**src/rtl/dpf_pkg.sv**
```systemverilog
// Package: shared types for the dual panel pixel FIFO.
// Assumes nothing beyond IEEE 1800-2017.
package dpf_pkg;
    typedef enum logic {
        MODE_SPLIT  = 1'b0,
        MODE_JOINED = 1'b1
    } fifo_mode_e;
endpackage

```
**src/rtl/dpf_ctrl.sv**
```systemverilog
// Module: dpf_ctrl
// Pointer and occupancy controller for one queue. Capacity is DEPTH, or
// 2*DEPTH when long_mode is set. Assumes long_mode only changes in a flush
// cycle, so the pointers are always inside the active capacity.
module dpf_ctrl #(
    parameter int DEPTH = 16,
    parameter int PTR_W = 5,
    parameter int CNT_W = 6
) (
    input  logic             clk,
    input  logic             rst_n,
    input  logic             flush,
    input  logic             enable,
    input  logic             long_mode,
    input  logic             wr_req,
    input  logic             rd_req,
    output logic             wr_ok,
    output logic             rd_ok,
    output logic [PTR_W-1:0] wptr,
    output logic [PTR_W-1:0] rptr,
    output logic [CNT_W-1:0] count,
    output logic             full,
    output logic             empty,
    output logic             low,
    output logic             err_pulse
);
    logic [CNT_W-1:0] cap;
    logic [PTR_W-1:0] last;
    logic [CNT_W-1:0] count_q;
    logic [PTR_W-1:0] wptr_q, rptr_q;
    logic             active;

    // capacity and last valid slot for the active mode
    always_comb begin
        cap  = long_mode ? CNT_W'(2 * DEPTH) : CNT_W'(DEPTH);
        last = PTR_W'(cap - CNT_W'(1));
    end

    // status flags and accept decisions, all from state before the edge
    always_comb begin
        active    = enable && !flush;
        full      = enable && (count_q == cap);
        empty     = !enable || (count_q == '0);
        low       = enable && (count_q <= (cap >> 1));
        wr_ok     = active && wr_req && !full;
        rd_ok     = active && rd_req && !empty;
        err_pulse = active && ((wr_req && full) || (rd_req && empty));
    end

    // pointer and occupancy update, cleared by reset or flush
    always_ff @(posedge clk) begin
        if (!rst_n || flush) begin
            count_q <= '0;
            wptr_q  <= '0;
            rptr_q  <= '0;
        end else begin
            if (wr_ok) wptr_q <= (wptr_q == last) ? '0 : wptr_q + PTR_W'(1);
            if (rd_ok) rptr_q <= (rptr_q == last) ? '0 : rptr_q + PTR_W'(1);
            count_q <= count_q + CNT_W'(wr_ok) - CNT_W'(rd_ok);
        end
    end

    assign count = count_q;
    assign wptr  = wptr_q;
    assign rptr  = rptr_q;

    p_count_cap_r11: assert property (@(posedge clk) disable iff (!rst_n)
        count_q <= cap);
    p_no_overflow_r3: assert property (@(posedge clk) disable iff (!rst_n)
        (active && wr_req && full && !rd_req) |=> (count_q == $past(count_q)));
    p_flush_empty_r9: assert property (@(posedge clk) disable iff (!rst_n)
        flush |=> (count_q == '0));
    p_rw_same_cycle_r10: assert property (@(posedge clk) disable iff (!rst_n)
        (wr_ok && rd_ok) |=> $stable(count_q));
endmodule

```
**src/rtl/dpf_store.sv**
```systemverilog
// Module: dpf_store
// Shared word storage of 2*DEPTH entries with two write ports and two
// registered read ports. Assumes the two write ports never hit the same
// address in one cycle (the top gives each queue its own half in split mode).
module dpf_store #(
    parameter int DATA_W = 32,
    parameter int DEPTH  = 16,
    parameter int ADDR_W = 5
) (
    input  logic              clk,
    input  logic              rst_n,
    input  logic              we_a,
    input  logic [ADDR_W-1:0] waddr_a,
    input  logic [DATA_W-1:0] wdata_a,
    input  logic              we_b,
    input  logic [ADDR_W-1:0] waddr_b,
    input  logic [DATA_W-1:0] wdata_b,
    input  logic              re_a,
    input  logic [ADDR_W-1:0] raddr_a,
    input  logic              re_b,
    input  logic [ADDR_W-1:0] raddr_b,
    output logic [DATA_W-1:0] rdata_a,
    output logic [DATA_W-1:0] rdata_b
);
    localparam int WORDS = 2 * DEPTH;

    logic [DATA_W-1:0] mem [WORDS];
    logic [DATA_W-1:0] rq_a, rq_b;

    // word array writes from both ports
    always_ff @(posedge clk) begin
        if (we_a) mem[waddr_a] <= wdata_a;
        if (we_b) mem[waddr_b] <= wdata_b;
    end

    // registered read data, held when no read is accepted
    always_ff @(posedge clk) begin
        if (!rst_n) begin
            rq_a <= '0;
            rq_b <= '0;
        end else begin
            if (re_a) rq_a <= mem[raddr_a];
            if (re_b) rq_b <= mem[raddr_b];
        end
    end

    assign rdata_a = rq_a;
    assign rdata_b = rq_b;

    p_rd_hold_a_r4: assert property (@(posedge clk) disable iff (!rst_n)
        !re_a |=> $stable(rdata_a));
    p_rd_hold_b_r4: assert property (@(posedge clk) disable iff (!rst_n)
        !re_b |=> $stable(rdata_b));
endmodule

```
**src/rtl/dual_panel_fifo.sv**
```systemverilog
// Module: dual_panel_fifo
// Two pixel queues for a dual-scan panel that can be joined into one queue
// of double depth. Assumes the DMA engine honours the refill requests and
// that a mode change may discard buffered words.
module dual_panel_fifo
    import dpf_pkg::*;
#(
    parameter int DATA_W = 32,
    parameter int DEPTH  = 16,
    localparam int PTR_W = $clog2(2 * DEPTH),
    localparam int CNT_W = $clog2(2 * DEPTH) + 1
) (
    input  logic              clk,
    input  logic              rst_n,
    input  logic              join_mode,
    input  logic              up_wr_en,
    input  logic [DATA_W-1:0] up_wr_data,
    input  logic              up_rd_en,
    output logic [DATA_W-1:0] up_rd_data,
    output logic              up_full,
    output logic              up_empty,
    output logic [CNT_W-1:0]  up_count,
    output logic              up_dma_req,
    input  logic              lo_wr_en,
    input  logic [DATA_W-1:0] lo_wr_data,
    input  logic              lo_rd_en,
    output logic [DATA_W-1:0] lo_rd_data,
    output logic              lo_full,
    output logic              lo_empty,
    output logic [CNT_W-1:0]  lo_count,
    output logic              lo_dma_req,
    output logic              err_flag
);
    fifo_mode_e       mode_q;
    logic             flush;
    logic             err_q;
    logic [1:0]       wr_ok, rd_ok, err_p, en, longm;
    logic [1:0]       wreq, rreq, fl, em, lw;
    logic [PTR_W-1:0] wp [2];
    logic [PTR_W-1:0] rp [2];
    logic [CNT_W-1:0] cnt [2];

    // a mode request differing from the active mode flushes both queues
    assign flush = (fifo_mode_e'(join_mode) != mode_q);

    // per-queue hookup: upper always runs, lower only in split mode
    always_comb begin
        wreq  = {lo_wr_en, up_wr_en};
        rreq  = {lo_rd_en, up_rd_en};
        en    = {mode_q == MODE_SPLIT, 1'b1};
        longm = {1'b0, mode_q == MODE_JOINED};
    end

    generate
        for (genvar g = 0; g < 2; g++) begin : g_q
            dpf_ctrl #(.DEPTH(DEPTH), .PTR_W(PTR_W), .CNT_W(CNT_W)) u_ctrl (
                .clk(clk), .rst_n(rst_n), .flush(flush), .enable(en[g]),
                .long_mode(longm[g]), .wr_req(wreq[g]), .rd_req(rreq[g]),
                .wr_ok(wr_ok[g]), .rd_ok(rd_ok[g]), .wptr(wp[g]), .rptr(rp[g]),
                .count(cnt[g]), .full(fl[g]), .empty(em[g]), .low(lw[g]),
                .err_pulse(err_p[g])
            );
        end
    endgenerate

    // lower queue lives in the upper half of storage; joined mode spans all
    dpf_store #(.DATA_W(DATA_W), .DEPTH(DEPTH), .ADDR_W(PTR_W)) u_store (
        .clk(clk), .rst_n(rst_n),
        .we_a(wr_ok[0]), .waddr_a(wp[0]), .wdata_a(up_wr_data),
        .we_b(wr_ok[1]), .waddr_b(PTR_W'(DEPTH) + wp[1]), .wdata_b(lo_wr_data),
        .re_a(rd_ok[0]), .raddr_a(rp[0]),
        .re_b(rd_ok[1]), .raddr_b(PTR_W'(DEPTH) + rp[1]),
        .rdata_a(up_rd_data), .rdata_b(lo_rd_data)
    );

    // active mode register and sticky error flag
    always_ff @(posedge clk) begin
        if (!rst_n) begin
            mode_q <= MODE_SPLIT;
            err_q  <= 1'b0;
        end else begin
            mode_q <= fifo_mode_e'(join_mode);
            err_q  <= err_q || (|err_p);
        end
    end

    assign up_full    = fl[0];
    assign up_empty   = em[0];
    assign up_count   = cnt[0];
    assign up_dma_req = lw[0];
    assign lo_full    = fl[1];
    assign lo_empty   = em[1];
    assign lo_count   = cnt[1];
    assign lo_dma_req = lw[1];
    assign err_flag   = err_q;

    p_err_sticky_r5: assert property (@(posedge clk) disable iff (!rst_n)
        err_q |=> err_q);
    p_joined_lower_idle_r7: assert property (@(posedge clk) disable iff (!rst_n)
        (mode_q == MODE_JOINED) |-> (lo_count == '0 && lo_empty && !lo_full && !lo_dma_req));
    p_mode_follow_r9: assert property (@(posedge clk) disable iff (!rst_n)
        flush |=> (mode_q == fifo_mode_e'($past(join_mode))));
    p_no_dual_write_r2: assert property (@(posedge clk) disable iff (!rst_n)
        (mode_q == MODE_JOINED) |-> !wr_ok[1]);
endmodule

```
**config.mk**
```make
export PLATFORM = sky130hd
export DESIGN_NAME = dual_panel_fifo
export DESIGN_NICKNAME = d
export VERILOG_FILES = /design/src/rtl/dpf_pkg.sv /design/src/rtl/dpf_ctrl.sv /design/src/rtl/dpf_store.sv /design/src/rtl/dual_panel_fifo.sv
export SDC_FILE = /design/constraint.sdc
export NUM_CORES = 2
export LEC_CHECK = 0
export BUFFER_PORTS_ARGS = -buffer_cell sky130_fd_sc_hd__buf_2
export CAP_MARGIN = 40
export CORE_MARGIN = 2
export CORE_UTILIZATION = 40
export DETAILED_ROUTE_END_ITERATION = 12
export GPL_ROUTABILITY_DRIVEN = 0
export SLEW_MARGIN = 20
export SYNTH_ARGS = -nofsm -noshare
export SYNTH_HDL_FRONTEND = slang
export SYNTH_SLANG_ARGS = --single-unit
```
**constraint.sdc**
```tcl
create_clock -name clk -period 4.94 [get_ports clk]
set_input_delay 0.988 -clock clk [delete_from_list [all_inputs] [get_ports clk]]
set_output_delay 0.988 -clock clk [all_outputs]
set_load 0.02 [all_outputs]
```
==> impl_metrics.tcl <==
set metrics [dict create \
    fin_hold_ws_ps 455 \
    dp_hpwl_mm 144 \
    post_cts_buffers 0 \
    area_delta_synth_final_pct 12.2 \
    placed_area_mm2 0.0675 \
    drt-vias-per-instance 6.64 \
    slew_viol_final 0 \
    hold_start "join_mode" \
    m1WireLength_mm 93.3 \
    root_buffer "clkbuf_16" \
    whs_endpoint "mode_q$_SDFF_PN0_" \
    r2r_cells 8 \
    cts_resized 0 \
    dp_cells 6230 \
    place_ws_ps 928 \
    wl_per_cell_um 37.0 \
    cts.clk_slew.worst_paths_ps 60 \
    die_x_um 404 \
    syn_inst 4349 \
    grt_pass1_vias 42500 \
    finalWorstSetupSlack_ps 1220 \
    drtAntennaViolNets 0 \
    grt_use_total_pct 28.9 \
    synthFlopType "edfxtp_1" \
    holdPathStages 2 \
    total_power_mw 22.9 \
    critical_path_class "flip-flop to flip-flop" \
    hold_viol_final 0 \
    multiInputGateArea_mm2 0.0294 \
    ys_warn_count 0 \
    clockBufferDepth 3 \
    tightest_slew_ps 932 \
    r2r-end "u_store.mem[9][9]$_DFFE_PP_" \
    instances_no_fill 6480 \
    drive_above_1_share_pct 46.8 \
    grt_max_degree 63 \
    crit_path_start_kind "flip-flop" \
    rows 146 \
    utilization_pct 45.3 \
    clkLatencyLatePin_ps 790 \
    avgSynthCellArea_um2 14.7 \
    power_density_mw_per_mm2 319 \
    setup_viol 0 \
    critPathRequiredTime_ps 5350 \
    max_freq_mhz 269 \
    fin_area_mm2 0.0718 \
    rrSetupSlack_ps 1220 \
    io_buffers 153 \
    fin_crit_ps 3720 \
    cts_made_buffers 135 \
    wirelength_mm 240 \
    rsz0062_at_grt "false" \
    reg2reg_from "mode_q$_SDFF_PN0_" \
    nFillCells 14100 \
    vias 43000 \
    first_iter_violations 5648 \
    nets 4404 \
    maxSlewHeadroom_pct 37.8 \
    drc 0 \
    ys_ff_latch 1122 \
    status "finished clean" \
    core-area_mm2 0.159 \
    cts_hold_buf 0 \
    final.setup.tns_ps 0 \
    grt_overflow_total 0 \
    top_layer "met5" \
    regArea_mm2 0.0327 \
    finalCritPeriodShare_pct 75.2 \
    crit_arrival_ps 4120 \
    antenna_found_initial 7 \
    clock_skew_ps 25.4 \
    synth_nets 4454 \
    p_leak_nw 21.9 \
    grt_first_pass_wirelength_mm 333 \
    synth_edf_count 1024 \
    crit_fanout 32 \
    async_flop_share_pct 0 \
    ir_drop_mv 0.369 \
    tritoncts "built" \
    cts.sinks 1122 \
    io_pins 154 \
    start_util_pct 40.3 \
    dieHeight_um 404 \
    hold_path_class "input pin to flip-flop" \
    maxCapViolations 0 \
    drt_pass1_iterations 6 \
    critPathCaptureType "flip-flop" \
    dr_wl_met2_mm 112 \
    wl_met3_mm 22.8 \
    htreeDepth 4 \
    die_area_mm2 0.163 \
    ys_types 63 \
    syn-cell-area_mm2 0.0640 \
    yosysSeqAreaShare_pct 51.1 \
]
[per-layer routing]
metal  vias to the layer above  GRT usage [%]
met5                         -              0
met4                         2           12.8
met3                       541           6.13
met2                      2534           46.0
met1                     22700           38.0
li1                      17300              -
[registers in the layout, summed over array words and instances (netlist names)]
signal / count
err_flag: 1
mode_q: 1
u_store.rdata_b: 32
u_store.mem: 1024
g_q.u_ctrl.wptr: 10
u_store.rdata_a: 32
g_q.u_ctrl.count: 12
g_q.u_ctrl.rptr: 10
[cells by family after synthesis]
group / synth area share (%)
buf+inv: 3.84
flops: 51.1
compound gates: 5.36
xor+xnor: 0.274
fa+ha+maj: 0.688
mux: 35.6
simple gates: 3.12
[critical path: stages, from the launching register on]
cell	delay, ps
dfxtp_1	560
inv_1	210
ha_1	390
inv_1	100
o311a_1	400
inv_1	120
or3_1	690
o22ai_4	230
buf_4	530
[area by class of cell]
class	instances	share of cell area, %
repair buffers	341	3.79
well taps	2072	3.61
flip-flops and latches	1122	45.6
clock buffers	198	5.31
clock inverters	44	0.542
diodes	4	0.0139
multi-input cells	2667	41.0
inverters	32	0.167
[synthesized netlist by cell type, drive strengths merged (2+ instances only)]
master,n,share of area [%]
or3,6,0.059
nand2,149,0.89
a32o,32,0.50
dfxtp,98,3.1
clkbuf,305,1.8
xor2,12,0.16
ha,32,0.63
nor2b,42,0.41
mux2i,256,4.0
o41ai,31,0.42
a31oi,3,0.053
a21oi,11,0.086
buf,223,1.9
nor2,126,0.86
or3b,4,0.055
a311oi,2,0.037
mux2,1147,20
a211oi,68,0.80
mux4,324,11
nand2b,6,0.059
nor3,6,0.055
fa,2,0.063
nand3,7,0.055
edfxtp,1024,48
o32ai,2,0.027
a21o,9,0.11
inv,32,0.19
o221ai,33,0.45
xnor2,8,0.11
or4b,2,0.031
nand4,7,0.068
o22ai,210,2.1
and2,6,0.059
or2,2,0.020
a41oi,3,0.041
or4,30,0.35
a22oi,31,0.36
o21ai,36,0.28
o21bai,3,0.035
nand3b,9,0.11
[layout by cell type (no fill, tap or decap), types with 8 or more instances in the layout]
master and count:
o22ai_1 185, o21ai_0 36, a32o_1 32, clkinv_1 15, nand3b_1 9, mux2_1 22, nor2_1 93, clkbuf_1 50
a21oi_1 11, o41ai_1 31, mux4_2 324, dfxtp_1 91, edfxtp_1 1024, nand2_1 144, a22oi_1 31, a211oi_1 68
o221ai_1 33, o22ai_4 25, buf_12 39, or4_1 30, clkbuf_16 141, buf_2 154, mux2_2 1125, nor2b_1 38
nor2_4 33, clkinv_2 14, ha_1 32, buf_4 141, mux2i_1 256, inv_1 32, xnor2_1 8, xor2_1 12
[how the worst max path moves through the flow]
stage | startpoint | to | slack [ps] | depth (start not counted)
after floorplan | join_mode | u_store.mem[0][0]$_DFFE_PP_ | 600 | 9
after global placement | join_mode | u_store.mem[9][11]$_DFFE_PP_ | 890 | 9
after CTS | mode_q$_SDFF_PN0_ | u_store.mem[9][8]$_DFFE_PP_ | 1250 | 8
after global routing | mode_q$_SDFF_PN0_ | u_store.mem[9][9]$_DFFE_PP_ | 1100 | 8
final | mode_q$_SDFF_PN0_ | u_store.mem[9][9]$_DFFE_PP_ | 1220 | 8
after detailed placement | join_mode | u_store.mem[9][15]$_DFFE_PP_ | 930 | 9
[where the power goes]
part / switching (mW) / leakage, nW / internal, mW
combinational: 1.48 / 9.82 / 1.07
clock: 4.13 / 2.05 / 5.61
sequential: 0.139 / 10.0 / 10.5
No activity file was read; power rests on OpenSTA's default activity.
